==> config.mk <==
export PLATFORM = sky130hd
export DESIGN_NAME = pm_bank_protect
export DESIGN_NICKNAME = d
export VERILOG_FILES = /design/src/rtl/pm_pkg.sv /design/src/rtl/pm_bank_regs.sv /design/src/rtl/pm_rom_map.sv /design/src/rtl/pm_ram_guard.sv /design/src/rtl/pm_bank_protect.sv
export SDC_FILE = /design/constraint.sdc
export NUM_CORES = 1
export LEC_CHECK = 0
export ABC_CLOCK_PERIOD_IN_PS = 1200
export BUFFER_PORTS_ARGS = -buffer_cell sky130_fd_sc_hd__buf_2
export CORE_ASPECT_RATIO = 0.7
export CORE_UTILIZATION = 44
export CTS_CLUSTER_DIAMETER = 40
export DETAILED_ROUTE_END_ITERATION = 10
export GPL_TIMING_DRIVEN = 0
export PLACE_DENSITY = 0.75
export SYNTH_ARGS = -nofsm -noshare
export SYNTH_HDL_FRONTEND = slang
export SYNTH_HIERARCHICAL = 1
export SYNTH_SLANG_ARGS = --single-unit
==> constraint.sdc <==
create_clock -name clk -period 1.2 [get_ports clk]
set_input_delay 0.12 -clock clk [delete_from_list [all_inputs] [get_ports clk]]
set_output_delay 0.12 -clock clk [all_outputs]
set_load 0.005 [all_outputs]
==> src/rtl/pm_pkg.sv <==
// Package: constants shared by the program bank and protect unit.
// Assumes a 16-bit CPU address and 2 KB register decode granularity.
package pm_pkg;
    localparam int CPU_AW   = 16;
    localparam int CPU_DW   = 8;
    localparam int WIN_AW   = 13;          // 8 KB window offset width
    localparam int NSLOT    = 4;           // register slots at $E000..$F800
    localparam logic [3:0] UNLOCK_KEY = 4'b0100;
    localparam logic [2:0] REG_SPACE  = 3'b111;   // addr[15:13] of register slots
    localparam logic [2:0] RAM_SPACE  = 3'b011;   // addr[15:13] of work RAM
    typedef enum logic [1:0] {
        SLOT_BANK_A = 2'd0,
        SLOT_BANK_B = 2'd1,
        SLOT_BANK_C = 2'd2,
        SLOT_GUARD  = 2'd3
    } slot_e;
endpackage

==> src/rtl/pm_bank_regs.sv <==
// Register file: four 8-bit slots loaded by CPU writes in $E000-$FFFF.
// Assumes the write qualifier is only trusted together with the strobe.
module pm_bank_regs
    import pm_pkg::*;
#(
    parameter int BANK_W = 6
) (
    input  logic              clk,
    input  logic              rst_n,
    input  logic              wr_stb,
    input  logic [4:0]        addr_hi,
    input  logic [CPU_DW-1:0] din,
    output logic [BANK_W-1:0] bank_a,
    output logic [BANK_W-1:0] bank_b,
    output logic [BANK_W-1:0] bank_c,
    output logic [CPU_DW-1:0] guard,
    output logic              snd_off,
    output logic              pat_lo_off,
    output logic              pat_hi_off
);
    logic [NSLOT-1:0][CPU_DW-1:0] slot_q;
    logic                         hit;
    logic [1:0]                   idx;

    // Decode which slot a write targets.
    always_comb begin
        hit = wr_stb && (addr_hi[4:2] == REG_SPACE);
        idx = addr_hi[1:0];
    end

    // Load the addressed slot at the end of a write cycle.
    always_ff @(posedge clk) begin
        if (!rst_n) begin
            slot_q <= '0;
        end else begin
            for (int i = 0; i < NSLOT; i++) begin
                if (hit && idx == i[1:0]) slot_q[i] <= din;
            end
        end
    end

    // Fan slot fields out to named controls.
    always_comb begin
        bank_a     = slot_q[SLOT_BANK_A][BANK_W-1:0];
        bank_b     = slot_q[SLOT_BANK_B][BANK_W-1:0];
        bank_c     = slot_q[SLOT_BANK_C][BANK_W-1:0];
        guard      = slot_q[SLOT_GUARD];
        snd_off    = slot_q[SLOT_BANK_A][6];
        pat_lo_off = slot_q[SLOT_BANK_B][6];
        pat_hi_off = slot_q[SLOT_BANK_B][7];
    end


    reset_clear_chk: assert property (@(posedge clk) !rst_n |=> (slot_q == '0));

    slot_a_load_chk: assert property (@(posedge clk) disable iff (!rst_n)
        (wr_stb && addr_hi == 5'b11100) |=> (bank_a == $past(din[BANK_W-1:0])));

    slot_hold_chk: assert property (@(posedge clk) disable iff (!rst_n)
        !wr_stb |=> $stable(slot_q));
endmodule

==> src/rtl/pm_rom_map.sv <==
// ROM window mapper: picks the bank for the current 8 KB CPU window.
// Assumes the top window is hardwired to the last bank of the ROM.
module pm_rom_map
    import pm_pkg::*;
#(
    parameter int BANK_W = 6
) (
    input  logic [2:0]        win,
    input  logic [BANK_W-1:0] bank_a,
    input  logic [BANK_W-1:0] bank_b,
    input  logic [BANK_W-1:0] bank_c,
    output logic [BANK_W-1:0] bank_sel
);
    // Select the bank for the window given by addr[15:13].
    always_comb begin
        unique case (win)
            3'b100:  bank_sel = bank_a;
            3'b101:  bank_sel = bank_b;
            3'b110:  bank_sel = bank_c;
            3'b111:  bank_sel = '1;
            default: bank_sel = '0;
        endcase
    end
endmodule

==> src/rtl/pm_ram_guard.sv <==
// Work RAM guard: chip select and keyed, per-2 KB write protection.
// Assumes guard[7:4] holds the key and guard[3:0] the protect bits.
module pm_ram_guard
    import pm_pkg::*;
(
    input  logic              clk,
    input  logic              rst_n,
    input  logic              stb,
    input  logic              rd,
    input  logic              wr,
    input  logic [4:0]        addr_hi,
    input  logic [CPU_DW-1:0] guard,
    output logic              cs,
    output logic              we
);
    logic in_ram;
    logic unlocked;
    logic win_locked;

    // Work out range, key match and the protect bit of this window.
    always_comb begin
        in_ram     = (addr_hi[4:2] == RAM_SPACE);
        unlocked   = (guard[7:4] == UNLOCK_KEY);
        win_locked = guard[addr_hi[1:0]];
        cs         = stb && (rd || wr) && in_ram;
        we         = stb && wr && in_ram && unlocked && !win_locked;
    end


    we_needs_cs_chk: assert property (@(posedge clk) disable iff (!rst_n) we |-> cs);

    we_never_read_chk: assert property (@(posedge clk) disable iff (!rst_n) (we |-> !rd));
endmodule

==> src/rtl/pm_bank_protect.sv <==
// Top: program ROM banking and work RAM protection for an 8-bit CPU bus.
// Assumes one strobed CPU access per strobe cycle; outputs are combinational
// from the current bus and the registered slots.
module pm_bank_protect
    import pm_pkg::*;
#(
    parameter int BANK_W = 6,
    localparam int ROM_AW = BANK_W + WIN_AW
) (
    input  logic              clk,
    input  logic              rst_n,
    input  logic [15:0]       cpu_addr,
    input  logic [7:0]        cpu_din,
    input  logic              cyc_stb,
    input  logic              cyc_rd,
    input  logic              cyc_wr,
    output logic              rom_cs,
    output logic [ROM_AW-1:0] rom_addr,
    output logic              ram_cs,
    output logic              ram_we,
    output logic              sound_off,
    output logic              pat_ram_off_lo,
    output logic              pat_ram_off_hi
);
    logic [BANK_W-1:0] bank_a, bank_b, bank_c, bank_sel;
    logic [7:0]        guard;
    logic              wr_stb;

    // Qualify writes with the cycle strobe.
    always_comb wr_stb = cyc_stb && cyc_wr;

    pm_bank_regs #(.BANK_W(BANK_W)) u_regs (
        .clk(clk), .rst_n(rst_n), .wr_stb(wr_stb), .addr_hi(cpu_addr[15:11]),
        .din(cpu_din), .bank_a(bank_a), .bank_b(bank_b), .bank_c(bank_c),
        .guard(guard), .snd_off(sound_off), .pat_lo_off(pat_ram_off_lo),
        .pat_hi_off(pat_ram_off_hi)
    );

    pm_rom_map #(.BANK_W(BANK_W)) u_map (
        .win(cpu_addr[15:13]), .bank_a(bank_a), .bank_b(bank_b),
        .bank_c(bank_c), .bank_sel(bank_sel)
    );

    pm_ram_guard u_guard (
        .clk(clk), .rst_n(rst_n), .stb(cyc_stb), .rd(cyc_rd), .wr(cyc_wr),
        .addr_hi(cpu_addr[15:11]), .guard(guard), .cs(ram_cs), .we(ram_we)
    );

    // Form the ROM select and extended address.
    always_comb begin
        rom_cs   = cyc_stb && cyc_rd && cpu_addr[15];
        rom_addr = {bank_sel, cpu_addr[WIN_AW-1:0]};
    end


    fixed_top_bank_chk: assert property (@(posedge clk) disable iff (!rst_n)
        (cyc_stb && cpu_addr[15:13] == 3'b111) |-> (rom_addr[ROM_AW-1:WIN_AW] == '1));

    ram_cs_range_chk: assert property (@(posedge clk) disable iff (!rst_n)
        ram_cs |-> (cpu_addr[15:13] == 3'b011));
endmodule

# --- Word-level counts from Yosys, hierarchy flattened ---
# Index checks and enable logic that the tools add are counted.
totals:
  reg_bits: 29
  inputBits: 29
  out_inout_bits: 25
  word_cells: 33
op_classes:
  magnitude_cmp: 1
  eq_ne: 9
  mux: 3
  n_reduce_logical: 16
op_table:
  columns: ["cell", "n"]
  rows:
  - ["$pmux W6 S4", 1]
  - ["$logic_and A1 B1 Y1", 13]
  - ["$eq A3 B3 Y1 const B", 4]
  - ["$eq A2 B2 Y1 const B", 2]
  - ["$eq A4 B3 Y1 const B", 1]
  - ["$lt A2 B4 Y1 const B", 1]
  - ["$eq A3 B2 Y1 const B", 1]
  - ["$bmux W1 S2", 1]
  - ["$eq A2 B1 Y1 const B", 1]
  - ["$logic_not A2 Y1", 1]
  - ["$logic_not A1 Y1", 1]
  - ["$logic_or A1 B1 Y1", 1]
  - ["$mux W1", 1]

# --- Longest topological paths before layout ---
depth:
  ltp_word: 4
  ltp_mapped: 5

# --- Hierarchy ---
# The synthesis kept the hierarchy.
by_module_without_submodules:
  columns: ["mod", "instances", "cells_each", "area_each_um2", "seq_area_each_um2"]
  rows:
  - ["pm_bank_regs", 1, 107, 1108.6, 580.6]
  - ["pm_rom_map", 1, 14, 175.2, 0.0]
  - ["pm_bank_protect", 1, 15, 110.1, 0.0]
  - ["pm_ram_guard", 1, 6, 63.8, 0.0]

# --- Least setup slack after synthesis ---
# OpenSTA, ideal clock, no wires.
synth_timing:
  path_type: "reg2out"
  start: "register u_regs.slot_q (netlist bit u_regs/guard[5])"
  end: "output port ram_we"
  arrival_time_ps: 1049
  required_ps: 1080
  path_slack_ps: 31
  stages_incl_launch_ff: 3
  cell_sequence: "dfxtp_1 -> or4b_1 -> nor4b_2"
synth_via:
  elab_chain_len: 3
synth_rtl:
  columns: ["element", "line_no", "rtl"]
  rows:
  - ["start, declared", "pm_bank_regs.sv:21", "logic [NSLOT-1:0][CPU_DW-1:0] slot_q;"]
  - ["start signal, assigned by index", "pm_bank_regs.sv:37", "if (hit && idx == i[1:0]) slot_q[i] <= din;"]
  - ["$eq A4 B3 Y1", "pm_ram_guard.sv:23", "unlocked = (guard[7:4] == UNLOCK_KEY);"]
  - ["$logic_and A1 B1 Y1 (2 in a row)", "pm_ram_guard.sv:26", "we = stb && wr && in_ram && unlocked && !win_locked;"]
  - ["end, declared", "pm_bank_protect.sv:20", "output logic ram_we,"]
# No other way between the ends.

# --- Worst setup path after layout ---
# Ends and elaborated chain as after synthesis.

==> results.json <==
{
  "clock_sinks": 29,
  "grt_pass1_wl_mm": 5.55,
  "worstSetupEndpointType": "output pin",
  "power_frac_clock": 0.403,
  "outcome": "complete, but fails checks",
  "syn_to_final_growth_pct": 24.5,
  "htreeDepth": 2,
  "ys_top_cells_by_area": "dfxtp_1, mux2i_1, nand2_1",
  "clock_tree.buffer_depth": 2,
  "arrival_ps": 1500,
  "num_rows": 17,
  "hold_buffers": 0,
  "syn_nets": 171,
  "hold_class": "in2reg",
  "synth_common_cells": "nand2_1, dfxtp_1, mux2i_1",
  "cp-start-kind": "flop",
  "core_sq_um": 3150,
  "p_int_mw": 1.53,
  "layoutNonFillerInstCount": 229,
  "p_per_area_nw_per_um2": 1090,
  "ant_nets": 0,
  "fin_crit_sh": 1.35,
  "fin_ws_ps": -415,
  "slew_violations": 0,
  "finalSetupViolations": 7,
  "drtIter0Drc": 66,
  "p_comb_frac": 0.108,
  "grt_max_degree": 11,
  "ys_seq_area_frac": 0.398,
  "synth_top_flop_cell": "dfxtp_1",
  "hp-start": "cpu_din[7]",
  "place_hpwl_mm": 2.43,
  "cp_max_fo": 2,
  "drc": 14,
  "worstSetupPathType": "reg2out",
  "peakVddDrop_v": 0.000892,
  "required_ps": 1080,
  "crit_buf_inv": 1,
  "r2r-start": "u_regs/bank_a[0]",
  "grt_pass1_vias": 1155,
  "yosysTopAreaCellShare": 0.398,
  "synth_most_common_cell": "nand2_1",
  "critPathMaxStageDelay_ps": 550,
  "synth_cell_types": 22,
  "cts_tree": "built",
  "yosysWarnings": 6,
  "cp_top_family": "simple AND/OR/NAND/NOR gates",
  "finalPower_mw": 1.98,
  "sequentialPowerShare": 0.489,
  "rsz0062_at_grt": "yes",
  "drt_wl_total_mm": 3.41,
  "cp-startpoint": "u_regs/guard[5]",
  "drive_gt1_frac": 0.440,
  "whs_ps": 131,
  "synth-seq-cells": 29,
  "drt_pass1_iterations": 7,
  "antenna_found_initial": 0,
  "post_drt_wl_per_cell_um": 14.9,
  "clk_latency_ps": 280,
  "synth-edff-count": 0,
  "numCtsBuffers": 5,
  "cts_root_buf": "clkbuf_8",
  "num_antenna_cells": 0,
  "post-place-cells": 221,
  "finalHoldViolCount": 0,
  "synth_top_cell_by_area": "dfxtp_1",
  "vias_per_cell": 5.22,
  "die-area_sq_um": 3550,
  "gp_congestion": 0.818,
  "io_pins": 54,
  "io_buffer_count": 41,
  "swShare": 0.229,
  "die_y_um": 50.2,
  "num_vias": 1196,
  "fin_worst_skew_ps": 0,
  "slowest_stage": "or4b_4",
  "grt_use_total": 0.219,
  "die_w_um": 70.8,
  "tightest_slew_ps": 529,
  "start_util": 0.463,
  "max_slew_margin": 0.647,
  "layout_min_cycle_time_ps": 1620,
  "p_sw_mw": 0.454,
  "clock.fmax_mhz": 619,
  "grt-ovfl-total": 0,
  "netlist_area_sq_um": 1460,
  "clkSlewWorstSetupHoldPaths_ps": 50,
  "synth_cells": 142,
  "p_leak_nw": 0.816,
  "drv_cap": 0,
  "syn_area_per_cell_sq_um": 10.3,
  "violations": "DRC, setup timing",
  "async_flop_share": 0,
  "nets": 220,
  "crit_path_cell_trace": "or4b_4 > nor4b_2 > buf_2"
}
==> layout make-up <==
type	count	area (sq um)
Timing Repair Buffer	42	213
Tap cell	38	47.5
Sequential cell	29	587
Buffer	20	144
Clock buffer	7	86.3
Multi-Input combinational cell	93	737
Fill cell	300	1330
==> registers in the layout (all words and copies together), names as in the netlist <==
| name | flops |
|---|---|
| u_regs/bank_a | 6 |
| u_regs/bank_b | 6 |
| u_regs/bank_c | 6 |
| u_regs/guard | 8 |
| u_regs/pat_hi_off | 1 |
| u_regs/pat_lo_off | 1 |
| u_regs/snd_off | 1 |
==> stage by stage <==
stage / setup slack, ps / cell area, sq um / setup TNS [ps] / utilization
after floorplan: 31.3 / 1460 / 0 / -
after global placement: -144 / 1710 / -2530 / 0.543
after detailed placement: -174 / 1710 / -3980 / 0.543
after CTS: -420 / 1810 / -1150 / 0.576
after global routing: -495 / 1810 / -1430 / 0.576
final: -415 / 1810 / -1080 / 0.576
==> cells in the final DEF, fill, tap and decap left out, types with 2 or more instances in the layout <==
master and instances:
clkbuf_8 6, dfxtp_2 5, dfxtp_1 24, clkbuf_1 2, nand2_1 38, buf_4 14
o221a_1 6, mux2_4 6, nor2_1 2, mux2i_1 29, buf_6 2, buf_2 45
==> final timing paths <==
kind / endpoint / slack [ps] / depth (start not counted)
min reg2reg: u_regs/bank_a[1] / 460 / 2
max reg2reg: u_regs/bank_a[0] / 530 / 3
max: ram_we / -420 / 3
min: u_regs/guard[7] / 130 / 3
==> power by group through the flow <==
stage	Clock [mW]	Sequential [mW]	Combinational, mW
2_1_floorplan	0	0.989	0.115
3_3_place_gp	0	0.990	0.209
3_5_place_dp	0	0.990	0.213
4_1_cts	0.826	0.969	0.215
5_1_grt	0.865	0.969	0.233
6_report	0.798	0.969	0.214
==> logic make-up (layout without fill, tap and decap cells) <==
family / after synthesis / count (layout) / synth area share
compound gates: 6 / 6 / 0.0463
buf+inv: 20 / 69 / 0.0987
flops: 29 / 29 / 0.398
mux: 36 / 36 / 0.276
simple gates: 51 / 51 / 0.180
==> worst reg2reg max path: stages (launching register included) <==
cell     delay (ps)
dfxtp_2         310
buf_4           120
nand2_1          50
mux2i_1          60
==> metal layers <==
metal	track usage	vias to the layer above	wire length, um
met5	0	-	0
met4	0.103	0	63
met3	0.0783	5	235
met2	0.367	45	1550
met1	0.251	568	1560
li1	-	578	-
==> what timing repair did <==
action / CTS / global route
endpoints found under the setup margin: 7 / 7
buffers inserted: 1 / 0
gates resized for setup: 4 / 2
pin swaps: 5 / 0
Note: power is estimated with default switching activity, not from simulation.
